--- config.mk ---
export PLATFORM = sky130hd
export DESIGN_NAME = nvshadow_ctrl
export DESIGN_NICKNAME = d
export VERILOG_FILES = /design/src/rtl/nvs_pkg.sv /design/src/rtl/nvs_byte_bank.sv /design/src/rtl/nvs_sequencer.sv /design/src/rtl/nvs_host_port.sv /design/src/rtl/nvshadow_ctrl.sv
export SDC_FILE = /design/constraint.sdc
export NUM_CORES = 1
export LEC_CHECK = 0
export BUFFER_PORTS_ARGS = -buffer_cell sky130_fd_sc_hd__buf_2
export CAP_MARGIN = 20
export CORE_MARGIN = 2
export CORE_UTILIZATION = 40
export DETAILED_ROUTE_END_ITERATION = 12
export PLACE_DENSITY = 0.56
export SYNTH_ARGS = -nofsm -noshare
export SYNTH_HDL_FRONTEND = slang
export SYNTH_HIERARCHICAL = 1
export SYNTH_SLANG_ARGS = --single-unit
--- constraint.sdc ---
create_clock -name clk -period 4.2 [get_ports clk]
set_clock_uncertainty 0.05 [all_clocks]
set_input_delay 0.84 -clock clk [delete_from_list [all_inputs] [get_ports clk]]
set_output_delay 0.84 -clock clk [all_outputs]
set_load 0.02 [all_outputs]
--- src/rtl/nvs_pkg.sv ---
`timescale 1ns/1ps
// Package nvs_pkg
// Shared types for the shadow-RAM controller: the sequencer state encoding.
package nvs_pkg;

    // Sequencer states: idle, reloading shadow, commit waiting for strobe, committing.
    typedef enum logic [1:0] {
        ST_IDLE   = 2'd0,
        ST_RELOAD = 2'd1,
        ST_ARMED  = 2'd2,
        ST_COMMIT = 2'd3
    } nvs_state_e;

endpackage

--- src/rtl/nvs_byte_bank.sv ---
`timescale 1ns/1ps
// Module nvs_byte_bank
// A bank of DEPTH byte registers with one write port and one asynchronous
// read port. Indices past DEPTH-1 read as all ones. The bank has no reset,
// so contents survive a reset of the surrounding logic.
// Assumes: the caller never needs two reads in the same cycle.
module nvs_byte_bank #(
    parameter int unsigned DEPTH = 30,
    parameter int unsigned DW    = 8,
    localparam int unsigned IDX_W = $clog2(DEPTH)
) (
    input  logic             clk,
    input  logic             we,
    input  logic [IDX_W-1:0] wr_idx,
    input  logic [DW-1:0]    wr_data,
    input  logic [IDX_W-1:0] rd_idx,
    output logic [DW-1:0]    rd_data
);

    localparam logic [IDX_W-1:0] LAST = IDX_W'(DEPTH - 1);

    logic [DW-1:0] cells [DEPTH];

    for (genvar g = 0; g < DEPTH; g++) begin : g_cell
        logic [DW-1:0] cell_q;

        // Store the byte when this cell is the write target.
        always_ff @(posedge clk) begin
            if (we && wr_idx == IDX_W'(g)) begin
                cell_q <= wr_data;
            end
        end

        assign cells[g] = cell_q;
    end

    // Select the addressed cell; out-of-range indices read as all ones.
    always_comb begin
        if (rd_idx <= LAST) begin
            rd_data = cells[rd_idx];
        end else begin
            rd_data = '1;
        end
    end

endmodule

--- src/rtl/nvs_sequencer.sv ---
`timescale 1ns/1ps
// Module nvs_sequencer
// Runs the commit and reload transfers. It reloads at reset, accepts one
// command while idle (commit wins over reload), holds a commit until the
// programming strobe, then steps a byte index across all DEPTH bytes, one per
// clock. It flags the end of each transfer with a one-clock done pulse.
// Assumes: synchronous active-low reset.
module nvs_sequencer #(
    parameter int unsigned DEPTH = 30,
    localparam int unsigned IDX_W = $clog2(DEPTH)
) (
    input  logic             clk,
    input  logic             rst_n,
    input  logic             copy_req,
    input  logic             recall_req,
    input  logic             prog_pulse,
    output logic             busy,
    output logic             done,
    output logic             shadow_load,
    output logic             nv_we,
    output logic [IDX_W-1:0] xfer_idx
);

    import nvs_pkg::*;

    localparam logic [IDX_W-1:0] LAST = IDX_W'(DEPTH - 1);

    nvs_state_e       state_q;
    logic [IDX_W-1:0] idx_q;
    logic             done_q;

    // State, byte index and done marker update.
    always_ff @(posedge clk) begin
        if (!rst_n) begin
            state_q <= ST_RELOAD;
            idx_q   <= '0;
            done_q  <= 1'b0;
        end else begin
            done_q <= 1'b0;
            unique case (state_q)
                ST_IDLE: begin
                    if (copy_req) begin
                        state_q <= ST_ARMED;
                    end else if (recall_req) begin
                        state_q <= ST_RELOAD;
                        idx_q   <= '0;
                    end
                end
                ST_ARMED: begin
                    if (prog_pulse) begin
                        state_q <= ST_COMMIT;
                        idx_q   <= '0;
                    end
                end
                ST_RELOAD, ST_COMMIT: begin
                    if (idx_q == LAST) begin
                        state_q <= ST_IDLE;
                        idx_q   <= '0;
                        done_q  <= 1'b1;
                    end else begin
                        idx_q <= idx_q + 1'b1;
                    end
                end
                default: state_q <= ST_IDLE;
            endcase
        end
    end

    // Decode the state into transfer controls.
    always_comb begin
        busy        = (state_q != ST_IDLE);
        shadow_load = (state_q == ST_RELOAD);
        nv_we       = (state_q == ST_COMMIT);
        xfer_idx    = idx_q;
        done        = done_q;
    end

endmodule

--- src/rtl/nvs_host_port.sv ---
`timescale 1ns/1ps
// Module nvs_host_port
// Host-side byte port. It decodes addresses into the implemented range,
// gates access while a transfer is busy, and registers read data. Reserved
// addresses read as all ones and their writes are dropped.
// Assumes: IMPL_BYTES <= 2**ADDR_W and the shadow bank read is combinational.
module nvs_host_port #(
    parameter int unsigned ADDR_W     = 8,
    parameter int unsigned DW         = 8,
    parameter int unsigned IMPL_BYTES = 30,
    localparam int unsigned IDX_W = $clog2(IMPL_BYTES)
) (
    input  logic              clk,
    input  logic              rst_n,
    input  logic              busy,
    input  logic              host_rd,
    input  logic              host_wr,
    input  logic [ADDR_W-1:0] host_addr,
    input  logic [DW-1:0]     bank_rdata,
    output logic [IDX_W-1:0]  bank_idx,
    output logic              bank_we,
    output logic [DW-1:0]     host_rdata
);

    localparam logic [ADDR_W-1:0] TOP_ADDR = ADDR_W'(IMPL_BYTES - 1);

    logic          in_range;
    logic [DW-1:0] rdata_q;

    // Address decode and write gating.
    always_comb begin
        in_range = (host_addr <= TOP_ADDR);
        bank_idx = host_addr[IDX_W-1:0];
        bank_we  = host_wr && !busy && in_range;
    end

    // Capture read data on an accepted read; reserved addresses give all ones.
    always_ff @(posedge clk) begin
        if (!rst_n) begin
            rdata_q <= '1;
        end else if (host_rd && !busy) begin
            rdata_q <= in_range ? bank_rdata : '1;
        end
    end

    assign host_rdata = rdata_q;

endmodule

--- src/rtl/nvshadow_ctrl.sv ---
`timescale 1ns/1ps
// Module nvshadow_ctrl
// Top of the shadow-RAM controller. It joins the host port, the shadow bank,
// the persistent bank and the transfer sequencer. The host reaches only the
// shadow bank. Commit and reload move whole images between the banks.
// Assumes: synchronous active-low reset; the persistent bank is never reset.
module nvshadow_ctrl #(
    parameter int unsigned ADDR_W     = 8,
    parameter int unsigned DW         = 8,
    parameter int unsigned IMPL_BYTES = 30
) (
    input  logic              clk,
    input  logic              rst_n,
    input  logic              host_rd,
    input  logic              host_wr,
    input  logic [ADDR_W-1:0] host_addr,
    input  logic [DW-1:0]     host_wdata,
    output logic [DW-1:0]     host_rdata,
    input  logic              copy_req,
    input  logic              recall_req,
    input  logic              prog_pulse,
    output logic              busy,
    output logic              done
);

    localparam int unsigned IDX_W = $clog2(IMPL_BYTES);

    logic             shadow_load;
    logic             nv_we;
    logic [IDX_W-1:0] xfer_idx;
    logic [IDX_W-1:0] host_idx;
    logic             host_we;
    logic             sh_we;
    logic [IDX_W-1:0] sh_wr_idx;
    logic [DW-1:0]    sh_wr_data;
    logic [IDX_W-1:0] sh_rd_idx;
    logic [DW-1:0]    sh_rd_data;
    logic [DW-1:0]    nv_rd_data;

    nvs_sequencer #(.DEPTH(IMPL_BYTES)) u_seq (
        .clk         (clk),
        .rst_n       (rst_n),
        .copy_req    (copy_req),
        .recall_req  (recall_req),
        .prog_pulse  (prog_pulse),
        .busy        (busy),
        .done        (done),
        .shadow_load (shadow_load),
        .nv_we       (nv_we),
        .xfer_idx    (xfer_idx)
    );

    nvs_host_port #(.ADDR_W(ADDR_W), .DW(DW), .IMPL_BYTES(IMPL_BYTES)) u_host (
        .clk        (clk),
        .rst_n      (rst_n),
        .busy       (busy),
        .host_rd    (host_rd),
        .host_wr    (host_wr),
        .host_addr  (host_addr),
        .bank_rdata (sh_rd_data),
        .bank_idx   (host_idx),
        .bank_we    (host_we),
        .host_rdata (host_rdata)
    );

    // Shadow bank port sharing: a reload owns the write port, the host owns the rest.
    always_comb begin
        sh_we      = shadow_load || host_we;
        sh_wr_idx  = shadow_load ? xfer_idx : host_idx;
        sh_wr_data = shadow_load ? nv_rd_data : host_wdata;
        sh_rd_idx  = busy ? xfer_idx : host_idx;
    end

    nvs_byte_bank #(.DEPTH(IMPL_BYTES), .DW(DW)) u_shadow (
        .clk     (clk),
        .we      (sh_we),
        .wr_idx  (sh_wr_idx),
        .wr_data (sh_wr_data),
        .rd_idx  (sh_rd_idx),
        .rd_data (sh_rd_data)
    );

    nvs_byte_bank #(.DEPTH(IMPL_BYTES), .DW(DW)) u_nv (
        .clk     (clk),
        .we      (nv_we),
        .wr_idx  (xfer_idx),
        .wr_data (sh_rd_data),
        .rd_idx  (xfer_idx),
        .rd_data (nv_rd_data)
    );

endmodule

==> qor.txt <==
Layout overhead on the synthesized area - 13.28%
Setup WS pre-CTS - 0.7052 ns
Die outline width - 228.4 µm
Sum of net half-perimeters after detailed placement - 27470 µm
Number of synthesized register bits - 496
Final Hold Viols - 0
Number of hold buffers added after cts - 0
Number of cells in the finished layout apart from fillers - 1785
Upper clock frequency limit - 286.9 MHz
Longest Clk Path Bufs - 3
TritonCTS clock tree - built
Total vias in the final route - 9803
Fraction of layout cells with a size suffix above 1 - 26.33%
Buffer cell driving the clock tree root - clkbuf_16
Largest area contributor in the netlist - edfxtp_1
Transition time at the pin with the least slew margin - 0.9621 ns
Number of global-route vias before repair - 9842
Clock-pin transition on the worst setup and hold timing paths - 0.06 ns
Count of nets after finishing - 1098
Global-route wire length before repair - 65870 µm
Syn avg cell area - 20.11 µm²
Post-CTS setup buffer count - 0
Violation count after the first detailed-routing iteration - 750
Detailed-route vias per instance - 5.492
Share of Yosys cell area claimed by the top area cell type - 71.54%
Unrepaired setup endpoints after global routing - false
Class of the tightest hold or removal check - flip-flop to flip-flop
Synth async-reset ratio - 0%
Syn. warnings - 6
Worst rel slew slack - 35.51%
Clock sink count - 496
Count of antenna-violating nets left after detailed routing - 0
Sum Neg Setup Slack - 0 ns
Final worst slack - 0.7140 ns
Ranking of synthesized cells by area - edfxtp_1 72%, mux4_1 6.0%, mux4_2 5.6%, mux2_2 3.7%, dfxtp_1 1.6%
GRT Resource Usage Total - 17.00%
Sum of overflow across all layers after global routing - 0
Pin count of the biggest net entering global routing - 62
Share of the yosys chip area belonging to registers - 73.13%
Ys flop type - edfxtp_1
Wire length reported by the detailed router - 44310 µm
Setup-failing EPs final - 0
Number of top-level design ports - 33
Die area - 52180 µm²
Row count - 82
Post-CTS sizing - 0
CTS H-tree depth - 2
Type of origin of the critical path - flip-flop
Most frequently used cell type in the post-synthesis netlist - edfxtp_1
Vert. Die Dim - 228.4 µm
Worst-case vdd ir drop - 0.0003483 V
Area of the placeable core - 49970 µm²
Number of enable-type register cells in the synthesized netlist - 480
Run status - finished clean
Post-route DRC - 0
Path type of the worst setup path - flip-flop to flip-flop
Ant. Diodes - 0
Count of input and output buffers - 32
Min Clock Period, post-route - 3.486 ns
Count of placed standard cells including taps - 1693
Average detailed-routed wire length per instance - 24.82 µm
Number of distinct standard cells referenced by the synthesized netlist - 44
Initial standard-cell utilization of the core - 40.32%
Max Fanout on Critical Path - 39
Max Slew Vio Count - 0
First drt pass iteration count - 5
Max-cap check violation count - 0
Clock buffers created by TritonCTS - 50
Syn nets - 1027
Antenna violations before repair - 1
Final cycle utilization of the critical path - 83.00%
Total power density per cell area - 487.6 nW/µm²
Leakage Power - 7.185 nW
Commonest cells in the synthesized netlist - 480 x edfxtp_1, 66 x mux2_2, 51 x nor2_1
Data arrival time of the critical path - 3.92 ns
Cells after synthesis - 1002
WP data required - 4.63 ns
Cell area after synthesis - 20150 µm²
Skew-Pair Late Insertion Delay - 0.59 ns
Routability cong. - 0.7982
Endpoint type of the worst setup path - flip-flop
final timing paths:
kind,start,to,slack [ns],cells past startpoint
max,u_seq/state_q[0],u_host/host_rdata[0],0.71,8
min,u_host/host_rdata[7],u_host/host_rdata[7],0.41,1
max reg2reg,u_seq/state_q[0],u_host/host_rdata[0],0.71,8
min reg2reg,u_host/host_rdata[7],u_host/host_rdata[7],0.41,1
kinds of logic after synthesis:
| logic type | share of synthesized area (%) |
|---|---|
| multiplexers | 16.87 |
| AND/OR/NAND/NOR | 3.937 |
| flip-flops | 73.13 |
| buffers and inverters | 2.298 |
| adder cells (fa/ha/maj) | 0.1242 |
| AO/OA/AOI/OAI | 3.639 |
cells in the final DEF, fill, tap and decap left out, types with 2 or more instances in the layout:
master     Yosys  final
edfxtp_1     480    480
mux2_2        66     65
clkbuf_16      0     55
buf_4          9     51
nor2_1        51     51
mux4_2        50     50
mux4_1        46     46
nand2b_1      33     33
buf_2         12     32
mux2i_1       32     32
a221oi_1      16     16
a221o_1       16     16
o221ai_1      16     16
o211ai_1      16     16
nand2_1       15     15
clkinv_2       0     14
nand3_1       14     14
dfxtp_1       16     13
nor3_1        14     12
nor2b_1       11     11
clkbuf_1      26      9
o22a_1         8      8
a21oi_1        6      6
clkinv_1       0      5
clkbuf_8       0      4
bufinv_16      0      4
and2_1         4      4
nor3_2         1      3
inv_1          3      3
nand3b_1       3      3
or2_2          2      2
nand4_2        2      2
buf_12         8      2
a311oi_1       2      2
ha_1           2      2
dfxtp_2        0      2
critical path, cell delays in order (launching register included):
cell	delay [ns]
dfxtp_1	0.43
or2_2	0.43
mux2_4	0.48
buf_12	0.30
mux4_2	0.56
o221ai_1	0.35
o211ai_1	0.19
buf_4	0.29
o22a_1	0.24
layout make-up:
type / instances / area, µm²
clock buffer: 68 / 1465
clock inverter: 24 / 217.7
fill: 4245 / 27140
inverter: 3 / 11.26
multi-input combinational: 437 / 4964
sequential: 496 / 14740
tap: 672 / 840.8
timing repair buffer: 85 / 583.1
power by group:
group | internal (W) | switching (W) | total (W)
Clock | 0.00268 | 0.00184 | 0.00452
Sequential | 0.00569 | 0.0000237 | 0.00571
Combinational | 0.000303 | 0.000590 | 0.000893
sequential cells by signal, summed over array words and instances (netlist names):
signal,cells
u_seq/state_q,2
u_shadow/g_cell.cell_q,240
u_host/host_rdata,8
u_seq/done,1
u_nv/g_cell.cell_q,240
u_seq/xfer_idx,5
per-stage QoR:
stage                     total power (W)  utilization [%]  cell area, µm²  hold WS, ns
after floorplan                  0.006392                -           20150       0.4590
after global placement           0.006714            42.31           21140       0.3908
after detailed placement         0.006737            42.31           21140       0.3955
after CTS                         0.01127            45.68           22820       0.4099
after global routing              0.01151            45.68           22820       0.4390
final                             0.01113            45.68           22820       0.4110
routing by layer:
metal,up-vias,global-route usage (%),share of wire (%)
li1,4325,-,-
met1,5181,23.54,44
met2,232,27.99,49
met3,65,2.819,4.4
met4,0,4.657,1.9
met5,-,0,0
Note: power is estimated with default switching activity, not from simulation.
